$ cat src/rtl/seq_alu_unit.sv
module seq_alu_unit #(
  parameter int W = 4
) (
  input  logic         clk,
  input  logic         rst,
  input  logic         start,
  input  logic [3:0]   func,
  input  logic [W-1:0] opnd_a,
  input  logic [W-1:0] opnd_b,
  input  logic         carry_in,
  output logic [W-1:0] result,
  output logic         done,
  output logic         clr_o,
  output logic [2:0]   wsel,
  output logic [2:0]   fsel,
  output logic [3:0]   ce,
  output logic [1:0]   osel
);
  localparam logic [3:0] LAST_FN = 4'd9;

  typedef enum logic [2:0] {S_IDLE, S_LDA, S_LDB, S_EXEC, S_FIN} state_t;
  typedef enum logic [2:0] {OP_AND, OP_OR, OP_XOR, OP_ADD, OP_NAND, OP_NOR, OP_XNOR, OP_ZERO} op_t;

  state_t state, nxt;
  logic [W-1:0] r0, r1, r2, wbus, xa, xb, alu;
  logic [W:0]   sum;
  logic [3:0]   func_q;
  logic         cin_q, legal;

  assign legal = (func_q <= LAST_FN);

  always_comb begin
    nxt = state;
    case (state)
      S_IDLE:  if (start) nxt = S_LDA;
      S_LDA:   nxt = S_LDB;
      S_LDB:   nxt = S_EXEC;
      S_EXEC:  nxt = S_FIN;
      default: nxt = S_IDLE;
    endcase
  end

  always_ff @(posedge clk)
    if (rst) state <= S_IDLE;
    else     state <= nxt;

  always_comb begin
    ce    = 4'b0000;
    wsel  = 3'd0;
    clr_o = 1'b0;
    done  = 1'b0;
    case (state)
      S_IDLE: ce[3] = start;
      S_LDA:  begin ce[0] = 1'b1; wsel = 3'd0; end
      S_LDB:  begin ce[1] = 1'b1; wsel = 3'd1; end
      S_EXEC: begin ce[2] = legal; wsel = 3'd2; end
      S_FIN:  begin clr_o = 1'b1; done = 1'b1; end
      default: ;
    endcase
  end

  always_comb begin
    fsel = OP_ZERO;
    osel = 2'b00;
    if (state == S_EXEC) begin
      case (func_q)
        4'd0: begin fsel = OP_OR;  osel = 2'b01; end
        4'd1: fsel = OP_ADD;
        4'd2: begin fsel = OP_ADD; osel = 2'b01; end
        4'd3: fsel = OP_AND;
        4'd4: fsel = OP_NAND;
        4'd5: fsel = OP_OR;
        4'd6: fsel = OP_XOR;
        4'd7: begin fsel = OP_AND; osel = 2'b10; end
        4'd8: fsel = OP_XNOR;
        4'd9: fsel = OP_NOR;
        default: ;
      endcase
    end
  end

  assign xa  = osel[1] ? ~r0 : r0;
  assign xb  = osel[0] ? ~r1 : r1;
  assign sum = {1'b0, xa} + {1'b0, xb} + {{W{1'b0}}, cin_q};

  always_comb begin
    case (op_t'(fsel))
      OP_AND:  alu = xa & xb;
      OP_OR:   alu = xa | xb;
      OP_XOR:  alu = xa ^ xb;
      OP_ADD:  alu = sum[W-1:0];
      OP_NAND: alu = ~(xa & xb);
      OP_NOR:  alu = ~(xa | xb);
      OP_XNOR: alu = ~(xa ^ xb);
      default: alu = '0;
    endcase
  end

  always_comb begin
    case (wsel)
      3'd0:    wbus = opnd_a;
      3'd1:    wbus = opnd_b;
      default: wbus = alu;
    endcase
  end

  always_ff @(posedge clk)
    if (rst || clr_o) r0 <= '0;
    else if (ce[0])   r0 <= wbus;

  always_ff @(posedge clk)
    if (rst || clr_o) r1 <= '0;
    else if (ce[1])   r1 <= wbus;

  always_ff @(posedge clk)
    if (rst)        r2 <= '0;
    else if (ce[2]) r2 <= wbus;

  always_ff @(posedge clk)
    if (rst) begin
      func_q <= '0;
      cin_q  <= 1'b0;
    end else if (ce[3]) begin
      func_q <= func;
      cin_q  <= carry_in;
    end

  assign result = r2;

  a_r4_done_single: assert property (@(posedge clk) disable iff (rst)
    done |=> !done);
  a_r8_ce_onehot: assert property (@(posedge clk) disable iff (rst)
    $onehot0(ce));
  a_r3_illegal_hold: assert property (@(posedge clk) disable iff (rst)
    (state == S_EXEC && func_q > LAST_FN) |=> $stable(result));
  a_r8_start_loads_a: assert property (@(posedge clk) disable iff (rst)
    (state == S_IDLE && start) |=> (ce == 4'b0001 && wsel == 3'd0));
  a_r1_xor_result: assert property (@(posedge clk) disable iff (rst)
    (state == S_EXEC && func_q == 4'd6) |=> result == $past(r0 ^ r1));
  a_r2_add_wraps: assert property (@(posedge clk) disable iff (rst)
    (state == S_EXEC && func_q == 4'd1) |=> result == $past(r0 + r1 + {{(W-1){1'b0}}, cin_q}));
  a_r6_busy_ignores_start: assert property (@(posedge clk) disable iff (rst)
    (state == S_FIN && start) |=> ce == 4'b0000);
endmodule

$ cat config.mk
export PLATFORM = sky130hd
export DESIGN_NAME = seq_alu_unit
export DESIGN_NICKNAME = d
export VERILOG_FILES = /design/src/rtl/seq_alu_unit.sv
export SDC_FILE = /design/constraint.sdc
export NUM_CORES = 1
export LEC_CHECK = 0
export BUFFER_PORTS_ARGS = -buffer_cell sky130_fd_sc_hd__buf_4
export CORE_MARGIN = 3
export CORE_UTILIZATION = 43
export CTS_CLUSTER_DIAMETER = 40
export DETAILED_ROUTE_END_ITERATION = 8
export HOLD_SLACK_MARGIN = 0.05
export PLACE_DENSITY = 0.77
export SETUP_SLACK_MARGIN = 0.3
export SKIP_CTS_REPAIR_TIMING = 1
export SLEW_MARGIN = 25
export SYNTH_ARGS = -nofsm -noshare
export SYNTH_HDL_FRONTEND = slang
export SYNTH_SLANG_ARGS = --single-unit
$ cat constraint.sdc
create_clock -name clk -period 4.5 [get_ports clk]
set_clock_uncertainty 0.2 [all_clocks]
set_input_delay 0.45 -clock clk [delete_from_list [all_inputs] [get_ports clk]]
set_output_delay 0.45 -clock clk [all_outputs]
set_load 0.02 [all_outputs]
# Word-level counts from Yosys, hierarchy flattened
# Index checks and enable logic that the tools add are counted.
[word_totals] regBits=20 inputBits=16 output_inout_bits=18 elab_cells=63
[classes] add_sub_neg=2 magnitude_cmp=1 eq_ne=21 muxes=16 n_bitwise=8 n_reduce_logical=9
[op_table] cell="case mux 4 bit (7 select lines)" n=1
[op_table] cell="case mux 3 bit (7 select lines)" n=1
[op_table] cell="NOT 4 bit" n=5
[op_table] cell="equality test 4 x 3 -> 1 bit, second input constant" n=4
[op_table] cell="equality test 3 x 2 -> 1 bit, second input constant" n=4
[op_table] cell="equality test 3 bit, second input constant" n=4
[op_table] cell="case mux 3 bit (4 select lines)" n=1
[op_table] cell="equality test 3 x 1 -> 1 bit, second input constant" n=3
[op_table] cell="logical NOT 3 bit" n=3
[op_table] cell="equality test 4 x 2 -> 1 bit, second input constant" n=2
[op_table] cell="equality test 4 bit, second input constant" n=2
[op_table] cell="two-way mux 4 bit" n=2
[op_table] cell="case mux 2 bit (2 select lines)" n=2
[op_table] cell="case mux 4 bit (2 select lines)" n=1
[op_table] cell="OR reduction 2 bit" n=4
[op_table] cell="two-way mux 3 bit" n=2
[op_table] cell="two-way mux 1 bit" n=5
[op_table] cell="adder 4 x 1 -> 4 bit" n=1
[op_table] cell="adder 4 bit" n=1
[op_table] cell="bitwise AND 4 bit" n=1
[op_table] cell="equality test 4 x 1 -> 1 bit, second input constant" n=1
[op_table] cell="less-or-equal comparator 4 bit, second input constant" n=1
[op_table] cell="logical NOT 4 bit" n=1
[op_table] cell="OR 4 bit" n=1
[op_table] cell="4 further kinds" n=4

# Longest topological paths before layout
[logic_depth] word_depth=9 ltp_mapped=13 ltp_nobuf=12

# Worst setup path after synthesis
# Ideal clock, no wire load.
[synth_timing] path_kind="register to register" from="reg state[2]" to="reg r2[1] (netlist: result[1])" setup_time_ps=91 t_arrival_ps=2861 t_required_ps=4209 setup_slack_ps=1348 stages_incl_launch_ff=14 path_buffers=1 period_less_slack_ps=3152 path_cell_list="dfxtp_1 -> buf_2 -> nand3b_4 -> inv_2 -> and2_1 -> nand2_2 -> xnor2_1 -> fa_1 -> inv_1 -> fa_1 -> nor2b_1 -> o32ai_1 -> mux2i_1 -> a311oi_1"
[synth_via] word_cells_on_any_way=27 classes_between="add/sub: 2; eq/ne: 9; mux: 8; bitwise: 6; reduce/logical: 2"
[synth_lines] element="start: declaration" line_no="24" text="state_t state, nxt;"
[synth_lines] element="start signal: assignment" line_no="45" text="else state <= nxt;"
[synth_lines] element="equality test 3 x 2 -> 1 bit" line_no="52" text="case (state)"
[synth_lines] element="case mux 2 bit (2 select lines) (*)" line_no="52"
[synth_lines] element="net wsel[1]" line_no="14" text="output logic [2:0] wsel,"
[synth_lines] element="equality test 3 x 1 -> 1 bit or logical NOT 3 bit (tied branches)" line_no="100" text="case (wsel)"
[synth_lines] element="case mux 4 bit (2 select lines) (*)" line_no="100"
[synth_lines] element="end signal: assignment" line_no="117" text="else if (ce[2]) r2 <= wbus;"
[synth_lines] element="end: declaration" line_no="25" text="logic [W-1:0] r0, r1, r2, wbus, xa, xb, alu;"
# Mark *: on every way through the listed nets, which the timed path passes. The rest lies on a longest branch.
# A chain may end at the register's enable or synchronous reset.

# Final worst setup path
[layout_timing] from="reg func_q[1]" to="reg r2[1] (netlist: result[1])"
[layout_via] elab_chain_cells=9 word_cells_on_any_way=39 classes_between="add/sub: 2; order compare: 1; eq/ne: 15; mux: 9; bitwise: 6; reduce/logical: 6"
[layout_lines] element="start: declaration" line_no="27" text="logic [3:0] func_q;"
[layout_lines] element="start signal: assignment" line_no="124" text="func_q <= func;"
[layout_lines] element="equality test 4 x 2 -> 1 bit or logical NOT 4 bit (tied branches)" line_no="66" text="case (func_q)"
[layout_lines] element="OR reduction 2 bit (no line)"
[layout_lines] element="case mux 2 bit (2 select lines)" line_no="66"
[layout_lines] element="two-way mux 2 bit" line_no="65" text="if (state == S_EXEC) begin"
[layout_lines] element="two-way mux 4 bit (on tied branches)" line_no="82, 83"
[layout_lines] element="adder 4 bit (tied with other cells)" line_no="84" text="assign sum = {1'b0, xa} + {1'b0, xb} + {{W{1'b0}}, cin_q};"
[layout_lines] element="adder 4 x 1 -> 4 bit (tied with other cells)" line_no="84"
[layout_lines] element="case mux 4 bit (7 select lines)" line_no="87" text="case (op_t'(fsel))"
[layout_lines] element="case mux 4 bit (2 select lines)" line_no="100"
# Parallel ways exist; a longest one is shown, timed or not.

==> metrics <==
hold_ws=between 0.2 and 0.25 ns; num rows=21; total grt overflow=0; fillcell total=approximately 330; maxcap violations=0; fmax=between 0.2 and 0.3 GHz; FF+latch area=between 400 and 500 µm²; share of cells above drive strength 1=0.240; Fin. Hold Viols=0; average wire per standard cell=approximately 13 µm; synth warn=0; pre-CTS WS=between 0.9 and 1 ns; RSZ-0062 raised after global routing=no; DP Area=between 1500 and 2000 µm²; critical path data required time=between 4 and 5 ns; total clock sinks=20; mapped cell area=about 1600 µm²; M2 GR Usage=0.266; 1st-pass router iterations=4; vias post-DR=roughly 1400; Setup CP Type=reg -> reg; Total Routing Usage GR=0.165; Post-Synthesis Cells=196; global routing's busiest layer=met2; die width=67.5 µm; Layout Utilization=0.541; Multi-input gate area=1080 µm²; Layout area overhead=16.2%; Power Density=approximately 270 nW/µm²; commonest non-fill, non-tap cell in the layout=buf_4; CTS root buffer=clkbuf_8; syn_area_per_cell=8.30 µm²; post-route cell area=approximately 1900 µm²; Setup TNS=0 ns; Starting Density=0.465; vias in the first global route=approximately 1200; critical path arrival=~3.5 ns; Post-Syn Nets=about 220; final setup vio count=0; htree depth=1; EDFF count, synth=0; Worst VDD drop=between 0.0002 and 0.00025 V; Final #Nets=about 250; Final Cycle Share=0.790; sequential cell area fraction in the yosys report=0.246; # placed instances=260; Worst setup SP type=register; IO Pins=34; final max-slew violation count=0; status=completed; flops & latches, synth=20; Leakage=around 0.8 nW; RePlAce Congestion=0.853; worst-skew pair later-pin latency=0.26 ns; # DRC=0; DIE HEIGHT=around 68 µm; Setup crit end kind=register; worst hold path class=in -> reg; DIE AREA=about 4600 µm²; met1 usage=0.226; port bufs=32; total CTS buffers=3; count of cell types in the netlist=55; Synth async-reset ratio=0; number of nets with antenna violations after routing=0; Max-Slew Margin vs Limit=0.562; Longest Clk Path Bufs=2; min cycle time layout=roughly 3.6 ns; Reg clk slew, reported paths=0.08 ns; commonest non-fill, non-tap cells in the layout=34 x buf_4, 27 x nor2_1, 20 x dfxtp_1, 11 x xnor2_1, 10 x mux2i_1; hold path cells=3; Antenna Cells=0; drt total wl=roughly 3500 µm; Layout Cells excl Fill=about 260; Final HPWL DP=~2700 µm; largest net degree at the start of global routing=22; Max FO, Critical Path=19; Top FF cell, synth=dfxtp_1; power consumption=a little over 0.5 mW; length in cells of the worst reg-to-reg path=11; global-route wire length before repair=a little under 6000 µm; final worst setup slack=~0.94 ns; CTS tree=yes; vias per cell=about 5.3; M3 GR Usage=0.0433; 1st-iter DRT viols=between 100 and 150; Slew @ Worst Pin=between 0.6 and 0.7 ns; antenna violations before repair=0; Core Box Area=3490 µm²
-- Yosys cell counts (3+ instances only) --
cell type   n  area (µm²)
nor2_1     27         101
dfxtp_1    20         400
xnor2_1    11        96.3
mux2i_1    10         100
buf_2       9        45.0
inv_1       9        33.8
a21oi_1     8        40.0
ha_1        8         100
nand2_1     7        26.3
inv_2       5        18.8
nand2b_1    5        31.3
o21ai_0     5        25.0
xor2_1      4        35.0
a311oi_1    3        26.3
buf_4       3        22.5
nor3_1      3        15.0
nor3b_1     3        22.5
o211ai_1    3        22.5
-- path summary, 6_finish.rpt --
path / to / startpoint / slack, ns
worst max-delay path: result[1] / func_q[1] / 0.94
worst min-delay path: func_q[0] / func[0] / 0.22
worst max register to register: result[1] / func_q[1] / 0.94
worst min register to register: result[2] / result[2] / 0.29
-- critical path, cell delays in order (launching register included) --
cell,delay [ns]
dfxtp_1,0.69
and3b_1,0.31
and2_1,0.18
nand2_2,0.19
xnor2_1,0.25
fa_1,0.42
inv_1,0.08
fa_1,0.42
nor2b_1,0.15
o32ai_1,0.24
mux2i_1,0.11
a311oi_1,0.25
-- cells by family (layout without fill, tap and decap cells) --
group	count (synthesis)	in the layout	synth area share
buffers and inverters	30	51	0.0877
AO/OA/AOI/OAI	38	38	0.174
AND/OR/NAND/NOR	71	71	0.255
adder cells (fa/ha/maj)	10	10	0.0862
XOR/XNOR	15	15	0.0808
multiplexers	11	11	0.0685
flip-flops	20	20	0.246
other	1	1	0.00231
-- final cells by class --
cell class / count / share of cell area
Inverter: 14 / 0.0278
Clock buffer: 3 / 0.0218
Multi-Input combinational cell: 146 / 0.573
Tap cell: 46 / 0.0304
Timing Repair Buffer: 34 / 0.135
Sequential cell: 20 / 0.212
-- layer usage --
layer / wire, µm / vias up
li1: - / 718
met1: 1660 / 642
met2: 1640 / 41
met3: 228 / 2
met4: 11 / 0
met5: 0 / -
-- sequential cells by signal (all words and copies together) (netlist names) --
name    cells
func_q      4
r0          4
r1          4
result      4
state       3
cin_q       1
-- power by group --
| part | total, mW | internal [mW] | switching (mW) |
|---|---|---|---|
| combinational | 0.173 | 0.0838 | 0.0894 |
| sequential | 0.213 | 0.190 | 0.0229 |
| clock | 0.118 | 0.0596 | 0.0582 |
Note: power is estimated with default switching activity, not from simulation.
